File: config.mk
export PLATFORM = sky130hd
export DESIGN_NAME = vol_ctrl_chain
export DESIGN_NICKNAME = d
export VERILOG_FILES = /design/src/rtl/vc_pkg.sv /design/src/rtl/vc_sync.sv /design/src/rtl/vc_shift_core.sv /design/src/rtl/vc_level_decode.sv /design/src/rtl/vol_ctrl_chain.sv
export SDC_FILE = /design/constraint.sdc
export NUM_CORES = 1
export LEC_CHECK = 0
export BUFFER_PORTS_ARGS = -buffer_cell sky130_fd_sc_hd__clkbuf_2
export CORE_MARGIN = 1.5
export CORE_UTILIZATION = 50
export CTS_BUF_LIST = sky130_fd_sc_hd__clkbuf_8
export CTS_CLUSTER_DIAMETER = 120
export CTS_CLUSTER_SIZE = 8
export DETAILED_ROUTE_END_ITERATION = 7
export PLACE_DENSITY_LB_ADDON = 0.25
export SLEW_MARGIN = 10
export SYNTH_ARGS = -nofsm -noshare
export SYNTH_HDL_FRONTEND = slang
export SYNTH_SLANG_ARGS = --single-unit
File: constraint.sdc
create_clock -name clk -period 1.6 [get_ports clk]
set_input_delay 0.32 -clock clk [delete_from_list [all_inputs] [get_ports clk]]
set_output_delay 0.32 -clock clk [all_outputs]
set_load 0.05 [all_outputs]
File: src/rtl/vc_pkg.sv
// Shared constants for the serial stereo level register.
// Assumes: two channels, right in the upper byte of the word.
package vc_pkg;
    localparam int VC_CODE_W      = 8;
    localparam int VC_ZERO_CODE   = 192;
    localparam int VC_SYNC_STAGES = 2;
    localparam int VC_CHANNELS    = 2;
    typedef enum int {VC_CH_RIGHT = 0, VC_CH_LEFT = 1} vc_chan_e;
endpackage

File: src/rtl/vc_sync.sv
// Multi-bit level synchroniser: a chain of STAGES flops per bit.
// Assumes: each bit is an independent slow level (no bus coherency needed).
module vc_sync #(
    parameter int                 WIDTH   = 3,
    parameter int                 STAGES  = 2,
    parameter logic [WIDTH-1:0]   RST_VAL = '0
) (
    input  logic             clk,
    input  logic             rst_n,
    input  logic [WIDTH-1:0] d_i,
    output logic [WIDTH-1:0] q_o
);
    logic [WIDTH-1:0] stg [STAGES];

    for (genvar k = 0; k < STAGES; k++) begin : g_stage
        // Purpose: one synchroniser stage, first stage takes the pin
        always_ff @(posedge clk) begin
            if (!rst_n) begin
                stg[k] <= RST_VAL;
            end else if (k == 0) begin
                stg[k] <= d_i;
            end else begin
                stg[k] <= stg[(k == 0) ? 0 : k-1];
            end
        end
    end

    assign q_o = stg[STAGES-1];
endmodule

File: src/rtl/vc_shift_core.sv
// Serial shift path, holding register and readback output.
// Detects serial-clock and select edges on already synchronised levels.
// Assumes: each serial-clock half period spans several clk cycles and
// select does not change in the same clk cycle as a serial-clock edge.
module vc_shift_core #(
    parameter int WORD_W = 16
) (
    input  logic              clk,
    input  logic              rst_n,
    input  logic              sclk_s,
    input  logic              sel_n_s,
    input  logic              din_s,
    output logic [WORD_W-1:0] hold_o,
    output logic              dout_o,
    output logic              commit_o
);
    logic              sclk_d;
    logic              sel_n_d;
    logic [WORD_W-1:0] shreg;
    logic [WORD_W-1:0] hold_q;
    logic              dout_q;
    logic              sclk_rise, sclk_fall, sel_fall, sel_rise, active;

    assign sclk_rise = sclk_s & ~sclk_d;
    assign sclk_fall = ~sclk_s & sclk_d;
    assign sel_fall  = ~sel_n_s & sel_n_d;
    assign sel_rise  = sel_n_s & ~sel_n_d;
    assign active    = ~sel_n_s;

    // Purpose: previous-cycle copies for edge detection
    always_ff @(posedge clk) begin
        if (!rst_n) begin
            sclk_d  <= 1'b0;
            sel_n_d <= 1'b1;
        end else begin
            sclk_d  <= sclk_s;
            sel_n_d <= sel_n_s;
        end
    end

    // Purpose: preload with current setting at frame start, then shift
    always_ff @(posedge clk) begin
        if (!rst_n) begin
            shreg <= '0;
        end else if (sel_fall) begin
            shreg <= hold_q;
        end else if (active && sclk_rise) begin
            shreg <= {shreg[WORD_W-2:0], din_s};
        end
    end

    // Purpose: commit the last WORD_W bits on select release
    always_ff @(posedge clk) begin
        if (!rst_n) begin
            hold_q <= '0;
        end else if (sel_rise) begin
            hold_q <= shreg;
        end
    end

    // Purpose: present outgoing bit at frame start and on each falling edge
    always_ff @(posedge clk) begin
        if (!rst_n) begin
            dout_q <= 1'b0;
        end else if (sel_fall) begin
            dout_q <= hold_q[WORD_W-1];
        end else if (active && sclk_fall) begin
            dout_q <= shreg[WORD_W-1];
        end
    end

    assign hold_o   = hold_q;
    assign dout_o   = dout_q;
    assign commit_o = sel_rise;
endmodule

File: src/rtl/vc_level_decode.sv
// Decodes one channel code into a mute flag and signed half-dB gain.
// Assumes: GAIN_W = CODE_W + 1 so that code - ZERO_CODE always fits.
module vc_level_decode #(
    parameter int CODE_W    = 8,
    parameter int GAIN_W    = 9,
    parameter int ZERO_CODE = 192
) (
    input  logic                     [CODE_W-1:0] code_i,
    input  logic                                  mute_all_i,
    output logic                                  mute_o,
    output logic signed              [GAIN_W-1:0] gain_o
);
    logic                     is_zero;
    logic signed [GAIN_W-1:0] ext;
    logic signed [GAIN_W-1:0] ofs;

    assign is_zero = (code_i == '0);
    assign ext     = $signed(GAIN_W'(code_i));
    assign ofs     = $signed(GAIN_W'(ZERO_CODE));

    // Purpose: mute flag and offset gain for one channel
    always_comb begin
        mute_o = is_zero | mute_all_i;
        gain_o = is_zero ? '0 : (ext - ofs);
    end
endmodule

File: src/rtl/vol_ctrl_chain.sv
// Top: serial stereo level register with chained readback.
// Synchronises the link pins, runs the shift core and decodes both bytes.
// Assumes: the serial clock idles low; right channel is the upper byte.
module vol_ctrl_chain
    import vc_pkg::*;
#(
    parameter  int CODE_W      = VC_CODE_W,
    parameter  int ZERO_CODE   = VC_ZERO_CODE,
    parameter  int SYNC_STAGES = VC_SYNC_STAGES,
    localparam int WORD_W      = VC_CHANNELS * CODE_W,
    localparam int GAIN_W      = CODE_W + 1
) (
    input  logic                     clk,
    input  logic                     rst_n,
    input  logic                     sclk_i,
    input  logic                     sel_n_i,
    input  logic                     sdin_i,
    input  logic                     mute_i,
    output logic                     sdout_o,
    output logic        [CODE_W-1:0] right_code_o,
    output logic        [CODE_W-1:0] left_code_o,
    output logic                     right_mute_o,
    output logic                     left_mute_o,
    output logic signed [GAIN_W-1:0] right_gain_o,
    output logic signed [GAIN_W-1:0] left_gain_o
);
    logic [2:0]               pins_s;
    logic                     sclk_s, sel_n_s, din_s;
    logic [WORD_W-1:0]        hold;
    logic                     commit;
    logic [CODE_W-1:0]        codes [VC_CHANNELS];
    logic                     mutes [VC_CHANNELS];
    logic signed [GAIN_W-1:0] gains [VC_CHANNELS];

    vc_sync #(
        .WIDTH  (3),
        .STAGES (SYNC_STAGES),
        .RST_VAL(3'b100)
    ) sync_i (
        .clk  (clk),
        .rst_n(rst_n),
        .d_i  ({sel_n_i, sclk_i, sdin_i}),
        .q_o  (pins_s)
    );

    assign sel_n_s = pins_s[2];
    assign sclk_s  = pins_s[1];
    assign din_s   = pins_s[0];

    vc_shift_core #(
        .WORD_W(WORD_W)
    ) core_i (
        .clk     (clk),
        .rst_n   (rst_n),
        .sclk_s  (sclk_s),
        .sel_n_s (sel_n_s),
        .din_s   (din_s),
        .hold_o  (hold),
        .dout_o  (sdout_o),
        .commit_o(commit)
    );

    for (genvar ch = 0; ch < VC_CHANNELS; ch++) begin : g_chan
        assign codes[ch] = hold[WORD_W-1-ch*CODE_W -: CODE_W];
        vc_level_decode #(
            .CODE_W   (CODE_W),
            .GAIN_W   (GAIN_W),
            .ZERO_CODE(ZERO_CODE)
        ) dec_i (
            .code_i    (codes[ch]),
            .mute_all_i(mute_i),
            .mute_o    (mutes[ch]),
            .gain_o    (gains[ch])
        );
    end

    assign right_code_o = codes[VC_CH_RIGHT];
    assign left_code_o  = codes[VC_CH_LEFT];
    assign right_mute_o = mutes[VC_CH_RIGHT];
    assign left_mute_o  = mutes[VC_CH_LEFT];
    assign right_gain_o = gains[VC_CH_RIGHT];
    assign left_gain_o  = gains[VC_CH_LEFT];
endmodule

Yosys cells after proc, flatten, opt, wreduce, memory -nomap -nowiden

Memory sizes are Yosys's and may differ from the RTL's.
Index checks and enable logic that the tools add are counted.

Register bits: 35
Bits in latches: 0
Memory bits (writable): 6
Bits in read-only memories: 0
Input bits: 6
Output and inout bits: 37
Logic and storage cells: 36
Memories: 1

Add/sub/neg operators: 2
Multipliers: 0
Div/mod/pow operators: 0
Magnitude comparators: 0
Eq/ne operators: 0
Shift-type cells: 0
Mux-type cells: 10
Bitwise gates (word level): 12
Reduce and logical (&&, ||, !) cells: 6

Memory list:

| memory     | depth | bits a word | read ports | clocked after memory_dff | wr ports | line          | text |
|---|---|---|---|---|---|---|---|
| sync_i.stg | 2     | 3           | 2          | 0                        | 2        | vc_sync.sv:13 | `logic [WIDTH-1:0] stg [STAGES];` |

Operator list:

| kind                  | count |
|---|---|
| $mux W16              | 2 |
| $mux W9               | 2 |
| $sub A8 B8 Y9 const B | 2 |
| $logic_not A8 Y1      | 2 |
| $mux W3               | 2 |
| $and A1 B1 Y1         | 4 |
| $mux W1               | 4 |
| $not A1 Y1            | 4 |
| $or A1 B1 Y1          | 4 |
| $reduce_bool A2 Y1    | 2 |
| $logic_and A1 B1 Y1   | 2 |

Longest topological paths before layout

Gate-level depths: netlist (run 1).
An unclocked memory read counts as a cell.

Depth after elaboration: 6
Gate-level depth with buffers: 5
Depth with buffers taken out: 5

Modules after synthesis

A second synthesis (run 1) with hierarchy kept.

Cells, all modules: 217
Area, all modules: 2009.4 um^2

By module, submodules not included:

| module          | times used | cells each | area each (um^2) | seq. area each (um^2) |
|---|---|---|---|---|
| vc_shift_core   | 1          | 175        | 1649.1           | 700.7 |
| vc_level_decode | 2          | 15         | 101.3            | 0.0 |
| vc_sync         | 1          | 12         | 157.7            | 120.1 |

Worst setup path after synthesis (run 1)

OpenSTA, ideal clock, no wires.

Path type: reg2out
Start: reg core_i.hold_q[6], in the netlist core_i.hold_o[6]
End: out left_gain_o[6]
Arrival: 1851 ps
Required time: 1280 ps
Setup slack: -571 ps
Stages on the path, launching flop included: 6
Path buffers: 0
Cells stage by stage: dfxtp_1 > inv_1 > ha_1 > or4b_1 > nor4_2 > nor2_1

Cells in the longest elaborated chain, start to end: 2
Elaborated cells between the ends (all ways): 3
Those cells by class: 1 x add/sub; 1 x mux; 1 x reduce/logical

RTL lines:

| element                                           | line                                         | text |
|---|---|---|
| start: declaration                                | vc_shift_core.sv:20                          | `logic [WORD_W-1:0] hold_q;` |
| start signal: assignment                          | vc_shift_core.sv:57                          | `hold_q <= shreg;` |
| $sub A8 B8 Y9 or $logic_not A8 Y1 (tied branches) | vc_level_decode.sv:24, vc_level_decode.sv:17 |  |
| $mux W9 *                                         | vc_level_decode.sv:24                        | `gain_o = is_zero ? '0 : (ext - ofs);` |
| end: declaration                                  | vol_ctrl_chain.sv:25                         | `output logic signed [GAIN_W-1:0] left_gain_o` |

Mark *: on every way between the ends. The rest lies on a longest branch, timed or not.

Worst setup path after layout (run 1)

Same ends and word-level chain as after synthesis.

==> run metrics, run 1 <==
final-report hold violation count=0; Hold Path End=sync_i.stg[0][2]$_SDFF_PN1_; Syn Inst Count=220; crit path launch type=flop; post-synth top area share=0.4202; Syn Std Cell Area=0.001953 sq mm; CTS tree=yes; Hold Crit Start=sel_n_i; DP HPWL=2888 um; post-synth top area cell=dfxtp_1; R2R Setup Slk=0.26 ns; Die Wd=65.50 um; peak supply drop=604.5 uV; CP Class=flop to output port; Seq/Total Area, Yosys=0.4202; Starting DRT DRC Count=99; clk sinks=41; Setup Viol. Count Final=6; Final WS setup=-0.5427 ns; Avg Synthesized Cell Area=8.878 sq um; status=finished, violations left; root buffer cell=clkbuf_8; Final period util=1.339; router iterations before antenna repair=4; crit path time final=2.143 ns; CP bufs+invs=3; WL per Instance=13.27 um; GPL Wtd Cong=0.7851; clk_skew=0.01071 ns; top cells by area, synth=dfxtp_1, mux2i_1, nand2b_1; Mapped Nets=230; reg-to-reg endpoint=core_i.shreg[9]$_SDFFE_PN0P_; Crit-path slowest cell=or4b_4; grt total ovfl=0; Starting Density=0.5256; critical path arrival=1.82 ns; Layout Utilization=0.6761; num ports=43; power per cell area=769.4 mW/mm^2; DR vias=1682; num rows=22; Via density=5.340; Finished Layout Cells=315; Worst Max-Slew Pin Slew=0.5808 ns; Worst-path clk slew=0.08 ns; CP top delay family=simple AND/OR/NAND/NOR gates; reg2reg start=core_i.sel_n_d$_SDFF_PN1_; final antenna-violating net count=0; fmax=466.7 MHz; yosys warns=0; Crit path depth=7; htree depth=2; placed cell count=306; Num CTS Buffers=5; CP Data Required Time=1.28 ns; clk buf depth=2; Final nets=276; Core ar.=0.003716 sq mm; number of antenna diodes=0; Yosys reg bits=41; post-synth cell types=28; hold buffers post-CTS=0; first-pass GRT wire length=6837 um; CP max stage delay=0.47 ns; CP Cell Sequence=inv_2 -> ha_1 -> or4b_4 -> nor4_4 -> buf_4 -> nor2_2 -> buf_8; failing checks=setup timing; worst hold path class=input pin to flop; IO buf count=42; Die Height=65.50 um; RSZ-0062 raised after global routing=yes; commonest non-fill, non-tap cell in the layout=clkbuf_2; largest net degree at the start of global routing=35; layout cell share with drive strength beyond 1=0.3745; Slew Viols, Final=0; Worst R2R Path Depth=4; Tot GR Track Use=0.2086; clk_lat worst skew=0.30 ns; max cap viols=0; max_slew headroom=0.6128; Layout area overhead=28.64%; initial antenna violation count=0; Hold Path Stages=2; DRC errors left=0; WL final=4180 um; number of global-route vias before repair=1472; most frequent cells in the layout=clkbuf_2, nand2_1, dfxtp_1, buf_4, nand2b_1; crit path capture type=output port; crit path max fanout=2; Leak=0.001082 uW; Die ar.=0.004290 sq mm
-- metrics by stage --
stage | instance area [sq um] | setup slack [ns] | hold WS, ns | total power [uW] | TNS (ns)
final | 2512 | -0.5427 | 0.2064 | 1933 | -3.129
after global routing | 2512 | -0.6092 | 0.1917 | 2019 | -3.534
after CTS | 2482 | -0.5804 | 0.2017 | 1946 | -3.186
after detailed placement | 2345 | -0.2873 | 0.4070 | 1297 | -1.595
after global placement | 2345 | -0.2448 | 0.3934 | 1294 | -1.395
after floorplan | 2017 | -0.2924 | 0.3863 | 1241 | -1.211
-- power by group --
part / switching [uW] / internal [uW]
combinational: 121 / 97.6
sequential: 26.3 / 1040
clock: 349 / 296
total: 496 / 1440
-- per-layer routing --
metal,global-route usage,part of all wire,up-vias
met5,0,0,-
met4,0.07292,0.011,0
met3,0.05651,0.044,6
met2,0.3176,0.46,44
met1,0.2845,0.48,796
li1,-,-,836
-- flip-flops by register name, indices dropped and copies added, names as in the netlist --
| signal | cells |
|---|---|
| core_i.dout_o | 1 |
| core_i.shreg | 16 |
| core_i.hold_o | 16 |
| sync_i.stg | 6 |
| core_i.sel_n_d | 1 |
| core_i.sclk_d | 1 |
-- how the worst max path moves through the flow --
stage / start / to / slack, ns
6_report: core_i.hold_o[6]$_SDFFE_PN0P_ / left_gain_o[6] / -0.54
4_1_cts: core_i.hold_o[7]$_SDFFE_PN0P_ / left_mute_o / -0.58
3_5_place_dp: core_i.hold_o[15]$_SDFFE_PN0P_ / right_gain_o[6] / -0.29
5_1_grt: core_i.hold_o[14]$_SDFFE_PN0P_ / right_gain_o[8] / -0.61
3_3_place_gp: core_i.hold_o[7]$_SDFFE_PN0P_ / left_mute_o / -0.24
2_1_floorplan: core_i.hold_o[14]$_SDFFE_PN0P_ / right_mute_o / -0.29
-- cells in the mapped netlist, drive strengths merged --
cell type and count:
a22oi 1, mux2i 15, clkbuf 19, o22ai 1, nor2b 5, ha 4, or2 2, o21ba 1
inv 5, o311ai 15, dfxtp 41, a21oi 16, or4b 3, dlygate4sd3 2, buf 8, o21bai 1
nor4 2, nor2 4, nand2 33, nand2b 20, a21boi 16, o221ai 1, and2 5
-- cells by family (layout without fill, tap and decap cells) --
group                      count (synthesis)  after routing  share of synthesized area
AOI/OAI and AO/OA                         52             52                     0.1903
DFF                                       41             41                     0.4202
and+or+nand+nor                           74             74                     0.2018
buffers and inverters                     34             81                    0.08520
adders and majority gates                  4              4                    0.02563
muxes                                     15             15                    0.07687
-- what timing repair did --
item,in CTS,in global routing
buffers inserted,0,1
gates resized for setup,12,9
pin swaps,1,0
endpoints found under the setup margin,6,6
-- final cells by class --
type	instances	area, sq um
clock buffers	5	68.82
clock inverters	3	13.76
fillers	312	1204
inverters	5	23.77
multi-input cells	145	1023
flip-flops and latches	41	842.1
well taps	48	60.06
repair buffers	68	480.5
No activity file was read; power rests on OpenSTA's default activity.
==> run 2: changes to the inputs <==
TNS_END_PERCENT = 1   (was not set)
==> run 2 against run 1 <==
Effect of this change:
- the flow still finishes with violations (setup timing)
- critical path type unchanged
- register-to-register slack barely moved
- clock skew shrank 0.0047 ns
- worst hold slack improved by 0.0026 ns
- highest routed layer unchanged
==> run metrics, run 2 (synthesized netlist as in run 1, its figures left out) <==
status=finished, violations left; failing checks=setup timing; num rows=22; Final nets=280; R2R Setup Slk=0.25 ns; clk sinks=41; Layout area overhead=27.67%; reg-to-reg endpoint=core_i.shreg[8]$_SDFFE_PN0P_; Worst-path clk slew=0.07 ns; WL final=4279 um; number of antenna diodes=0; peak supply drop=517.6 uV; final antenna-violating net count=0; layout cell share with drive strength beyond 1=0.3542; Finished Layout Cells=319; FILL cells=298; Crit-path slowest cell=or4b_4; DR vias=1700; Area after DPL=0.002341 sq mm; clk_lat worst skew=0.29 ns; Hold Crit Start=sel_n_i; Via density=5.329; CP Class=flop to output port; num ports=43; crit path launch type=flop; Worst Max-Slew Pin Slew=0.5326 ns; power per cell area=769.6 mW/mm^2; RSZ-0062 raised after global routing=yes; htree depth=2; Core ar.=0.003716 sq mm; WL per Instance=13.41 um; crit path time final=2.190 ns; CP bufs+invs=3; worst hold path class=input pin to flop; Worst R2R Path Depth=3; Final WS setup=-0.5902 ns; GPL Wtd Cong=0.8155; Starting Density=0.5256; Finished Cell Area=0.002494 sq mm; max cap viols=0; Post-CTS Setup Inserts=0; CP Cell Sequence=inv_2 -> ha_1 -> or4b_4 -> nor4_4 -> buf_4 -> nor2_2 -> buf_8; most frequent cells in the layout=clkbuf_2, dfxtp_1, nand2_1, buf_4, nand2b_1; reg2reg start=sync_i.stg[1][1]$_SDFF_PN0_; Die Height=65.50 um; number of global-route vias before repair=1570; CP top delay family=simple AND/OR/NAND/NOR gates; critical path arrival=1.87 ns; CTS tree=yes; Slew Viols, Final=0; setup_tns=-3.262 ns; Setup Viol. Count Final=6; final-report hold violation count=0; commonest non-fill, non-tap cell in the layout=clkbuf_2; initial antenna violation count=0; Leak=0.001097 uW; Hold Path End=sync_i.stg[0][2]$_SDFF_PN1_; router iterations before antenna repair=4; max_slew headroom=0.6450; Hold Path Stages=2; crit path capture type=output port; Final period util=1.369; DRC errors left=0; Starting DRT DRC Count=104; root buffer cell=clkbuf_8; CP max stage delay=0.47 ns; CP Data Required Time=1.28 ns; IO buf count=42; Die ar.=0.004290 sq mm; Num CTS Buffers=5; DP HPWL=2999 um; fmax=456.6 MHz; clk buf depth=2; placed cell count=311; Die Wd=65.50 um; grt total ovfl=0; first-pass GRT wire length=7134 um; Tot Pwr=1919 uW; Tot GR Track Use=0.2181; Layout Utilization=0.6710; hold buffers post-CTS=0; clk_skew=0.006004 ns; largest net degree at the start of global routing=33; crit path max fanout=2
-- run 2: worst register-to-register path: cells and delay by family, from the launching register on --
kind,cells,cell delay (ns)
DFF,1,0.36
and+or+nand+nor,1,0.32
AOI/OAI and AO/OA,2,0.55
-- run 2: repair_timing --
action                                  in CTS  in global routing
pin swaps                                    1                  0
endpoints found under the setup margin       6                  6
gates resized for setup                     16                  5
-- run 2: stage by stage --
stage,hold WS (ns),setup slack [ns]
finish,0.2090,-0.5902
global route,0.2177,-0.6780
CTS,0.2004,-0.6469
detailed placement,0.4142,-0.3955
global placement,0.4070,-0.3425
floorplan,0.3863,-0.3045
-- run 2: metal layers --
metal  GRT usage  vias to the layer above  wire length (um)
met5           0                        -                 0
met4     0.09375                        0                68
met3     0.05479                        6               224
met2      0.3712                       52              2109
met1      0.2603                      796              1877
li1            -                      846                 -
-- run 2: how the worst max path moves through the flow --
stage	from	to	slack, ns	cells past startpoint
global route	core_i.hold_o[14]$_SDFFE_PN0P_	right_mute_o	-0.68	6
CTS	core_i.hold_o[7]$_SDFFE_PN0P_	left_gain_o[6]	-0.65	7
detailed placement	core_i.hold_o[14]$_SDFFE_PN0P_	right_mute_o	-0.40	6
finish	core_i.hold_o[6]$_SDFFE_PN0P_	left_gain_o[8]	-0.59	7
floorplan	core_i.hold_o[14]$_SDFFE_PN0P_	right_mute_o	-0.30	5
global placement	core_i.hold_o[6]$_SDFFE_PN0P_	left_mute_o	-0.34	6
-- run 2: power by group --
| group | total, uW | internal [uW] | switching [uW] | leakage (uW) |
|---|---|---|---|---|
| Combinational | 217 | 96.1 | 121 | 0.000708 |
| Clock | 627 | 291 | 336 | 0.0000519 |
| Sequential | 1070 | 1050 | 24.7 | 0.000337 |
| Total | 1920 | 1440 | 482 | 0.00110 |
-- run 2: area by class of cell --
type	count	area [sq um]	share of cell area
Inverter	5	18.77	0.007526
Sequential cell	41	828.3	0.3322
Timing Repair Buffer	72	500.5	0.2007
Multi-Input combinational cell	145	1006	0.4034
Clock inverter	3	11.26	0.004516
Tap cell	48	60.06	0.02408
Clock buffer	5	68.82	0.02760
==> run 3: changes to the inputs <==
CORE_ASPECT_RATIO = 0.5   (was not set)
SYNTH_HIERARCHICAL = 1   (was not set)
==> run 3 against run 2 <==
Effect of this change:
- the run still ends with setup timing left
- global-route usage decreased by 0.58 points
- clock skew decreased by 0.0032 ns
- highest routed layer unchanged
- synthesized cell count decreased by 1.4%
- register-to-register slack about the same
- sequential power about the same
- power increased by 1.4%
- flip-flop and latch count unchanged
- worst hold slack got worse by 0.0078 ns
==> run metrics, run 3 <==
final antenna-violating net count=0; register area=827.0 sq um; first-pass GRT wire length=6982 um; crit path time final=1.763 ns; Worst-path clk slew=0.08 ns; IO buf count=42; crit path launch type=flop; Setup Viol. Count Final=6; Layout area overhead=27.27%; failing checks=setup timing; num ports=43; Core ar.=0.003884 sq mm; layout cell share with drive strength beyond 1=0.3840; DP HPWL=3075 um; post-synth top area cell=dfxtp_1; router iterations before antenna repair=4; Tot Pwr=1945 uW; grt total ovfl=0; CP Class=flop to output port; RSZ-0062 raised after global routing=yes; initial antenna violation count=0; Via density=5.237; CTS tree=yes; Slew Viols, Final=0; Yosys reg bits=41; R2R Setup Slk=0.24 ns; predominant post-synthesis flop cell=dfxtp_1; largest net degree at the start of global routing=33; Hold Path Stages=2; fmax=567.2 MHz; EDFF count, synth=0; DRC errors left=0; WHS=0.2012 ns; Syn Std Cell Area=0.002009 sq mm; post-synth cell types=29; Tot GR Track Use=0.2124; Num CTS Buffers=5; clk buf depth=2; critical path arrival=1.44 ns; Finished Cell Area=0.002557 sq mm; Syn Inst Count=217; reg2reg start=core_i/sel_n_d$_SDFF_PN1_; htree depth=2; Layout Utilization=0.6585; count leader, synth=dfxtp_1; Die Height=47.83 um; Starting DRT DRC Count=84; Worst Max-Slew Pin Slew=0.5772 ns; WL per Instance=14.65 um; crit path capture type=output port; post-synth top area share=0.4085; reg-to-reg endpoint=core_i/hold_o[7]$_SDFFE_PN0P_; CP Data Required Time=1.28 ns; root buffer cell=clkbuf_8; DR vias=1660; max cap viols=0; number of global-route vias before repair=1436; Hold Crit Start=sel_n_i; hold buffers post-CTS=0; clk_skew=0.002768 ns; power per cell area=760.7 mW/mm^2; Hold Path End=sync_i/stg[0][2]$_SDFF_PN1_; Final nets=272; yosys warns=6; GPL Wtd Cong=0.8060; Die Wd=92.66 um; Seq/Total Area, Yosys=0.4085; Final period util=1.102; Area after DPL=0.002371 sq mm; Worst R2R Path Depth=5; Mapped Nets=227; top cells by area, synth=dfxtp_1, mux2i_1, o311ai_0; worst hold path class=input pin to flop; clk_lat worst skew=0.29 ns; num rows=16; Die ar.=0.004431 sq mm; status=finished, violations left; most frequent cells in the layout=dfxtp_1, clkbuf_2, nand2_1, buf_4; Leak=0.001091 uW; clk sinks=41; CP Cell Sequence=inv_2 -> ha_4 -> nor4b_4 -> buf_4 -> a21oi_4 -> buf_8; max_slew headroom=0.6152; Crit-path slowest cell=dfxtp_2; number of antenna diodes=0; Multi-input gate area=0.001114 sq mm; ys async rst share=0; peak supply drop=373.6 uV; FILL cells=328; Avg Synthesized Cell Area=9.260 sq um; WL final=4644 um; CP max stage delay=0.33 ns; Starting Density=0.5174; final-report hold violation count=0; top cells by count, synth=dfxtp_1, nand2_1, a21oi_1; crit path max fanout=2; Final WS setup=-0.1629 ns
[run 3: changes by cell type after synthesis, moves of 3 or more]
cell,before,now
nor2b_1,5,2
or4b_1,3,0
nor2_1,4,0
nand2b_1,20,12
or2b_1,0,8
a21oi_2,0,3
[run 3: metrics by stage]
stage / setup slack (ns) / cells / setup TNS (ns)
2_1_floorplan: -0.05015 / 217 / -0.1644
3_3_place_gp: 0.1053 / 306 / 0
3_5_place_dp: 0.04719 / 306 / 0
4_1_cts: -0.1983 / 316 / -0.9816
5_1_grt: -0.2296 / 317 / -1.232
6_report: -0.1629 / 317 / -0.7821
[run 3: routing by layer]
layer / share of wire / vias to the layer above / GRT usage
met5: 0 / - / 0
met4: 0.021 / 0 / 0.1182
met3: 0.039 / 8 / 0.04444
met2: 0.46 / 39 / 0.3456
met1: 0.48 / 777 / 0.2764
li1: - / 836 / -
[run 3: cell families (layout without fill, tap and decap cells)]
logic type,after synthesis,count (layout),synth area share
mux,16,16,0.07970
fa+ha+maj,4,4,0.02491
buf+inv,32,78,0.08467
simple gates,66,66,0.1930
flops,41,41,0.4085
compound gates,58,58,0.2092
[run 3: repair_timing]
item,4_1_cts,5_1_grt
setup endpoints to repair,6,7
endpoints found under the hold margin,0,0
pin swaps,1,2
setup buffers,3,1
gates resized for setup,14,10
[run 3: worst max path at each step]
stage | from | end | slack (ns) | cells past startpoint
global placement | core_i/hold_o[6]$_SDFFE_PN0P_ | left_gain_o[8] | 0.11 | 6
finish | core_i/hold_o[7]$_SDFFE_PN0P_ | left_gain_o[8] | -0.16 | 6
floorplan | core_i/hold_o[12]$_SDFFE_PN0P_ | right_mute_o | -0.05 | 2
detailed placement | core_i/hold_o[6]$_SDFFE_PN0P_ | left_gain_o[8] | 0.05 | 6
CTS | core_i/hold_o[7]$_SDFFE_PN0P_ | left_gain_o[8] | -0.20 | 6
global route | core_i/hold_o[7]$_SDFFE_PN0P_ | left_gain_o[8] | -0.23 | 6
[run 3: worst max-delay path, delay by kind of cell, from the launching register on]
family          cells  cell delay, ns
flops               1            0.33
fa+ha+maj           1            0.13
simple gates        1            0.24
compound gates      1            0.06
buf+inv             3            0.40
[run 3: cell type report]
class                           count  share of cell area
Multi-Input combinational cell    144              0.4354
Inverter                            5            0.007828
Tap cell                           54             0.02642
Clock buffer                        5             0.02691
Timing Repair Buffer               65              0.1747
Clock inverter                      3            0.005382
Sequential cell                    41              0.3234
[run 3: power by group]
part | total [uW] | switching, uW | leakage [uW] | internal (uW)
Clock | 645 | 349 | 0.0000491 | 296
Sequential | 1080 | 26.1 | 0.000335 | 1050
Combinational | 224 | 126 | 0.000706 | 98.5
Total | 1950 | 501 | 0.00109 | 1440
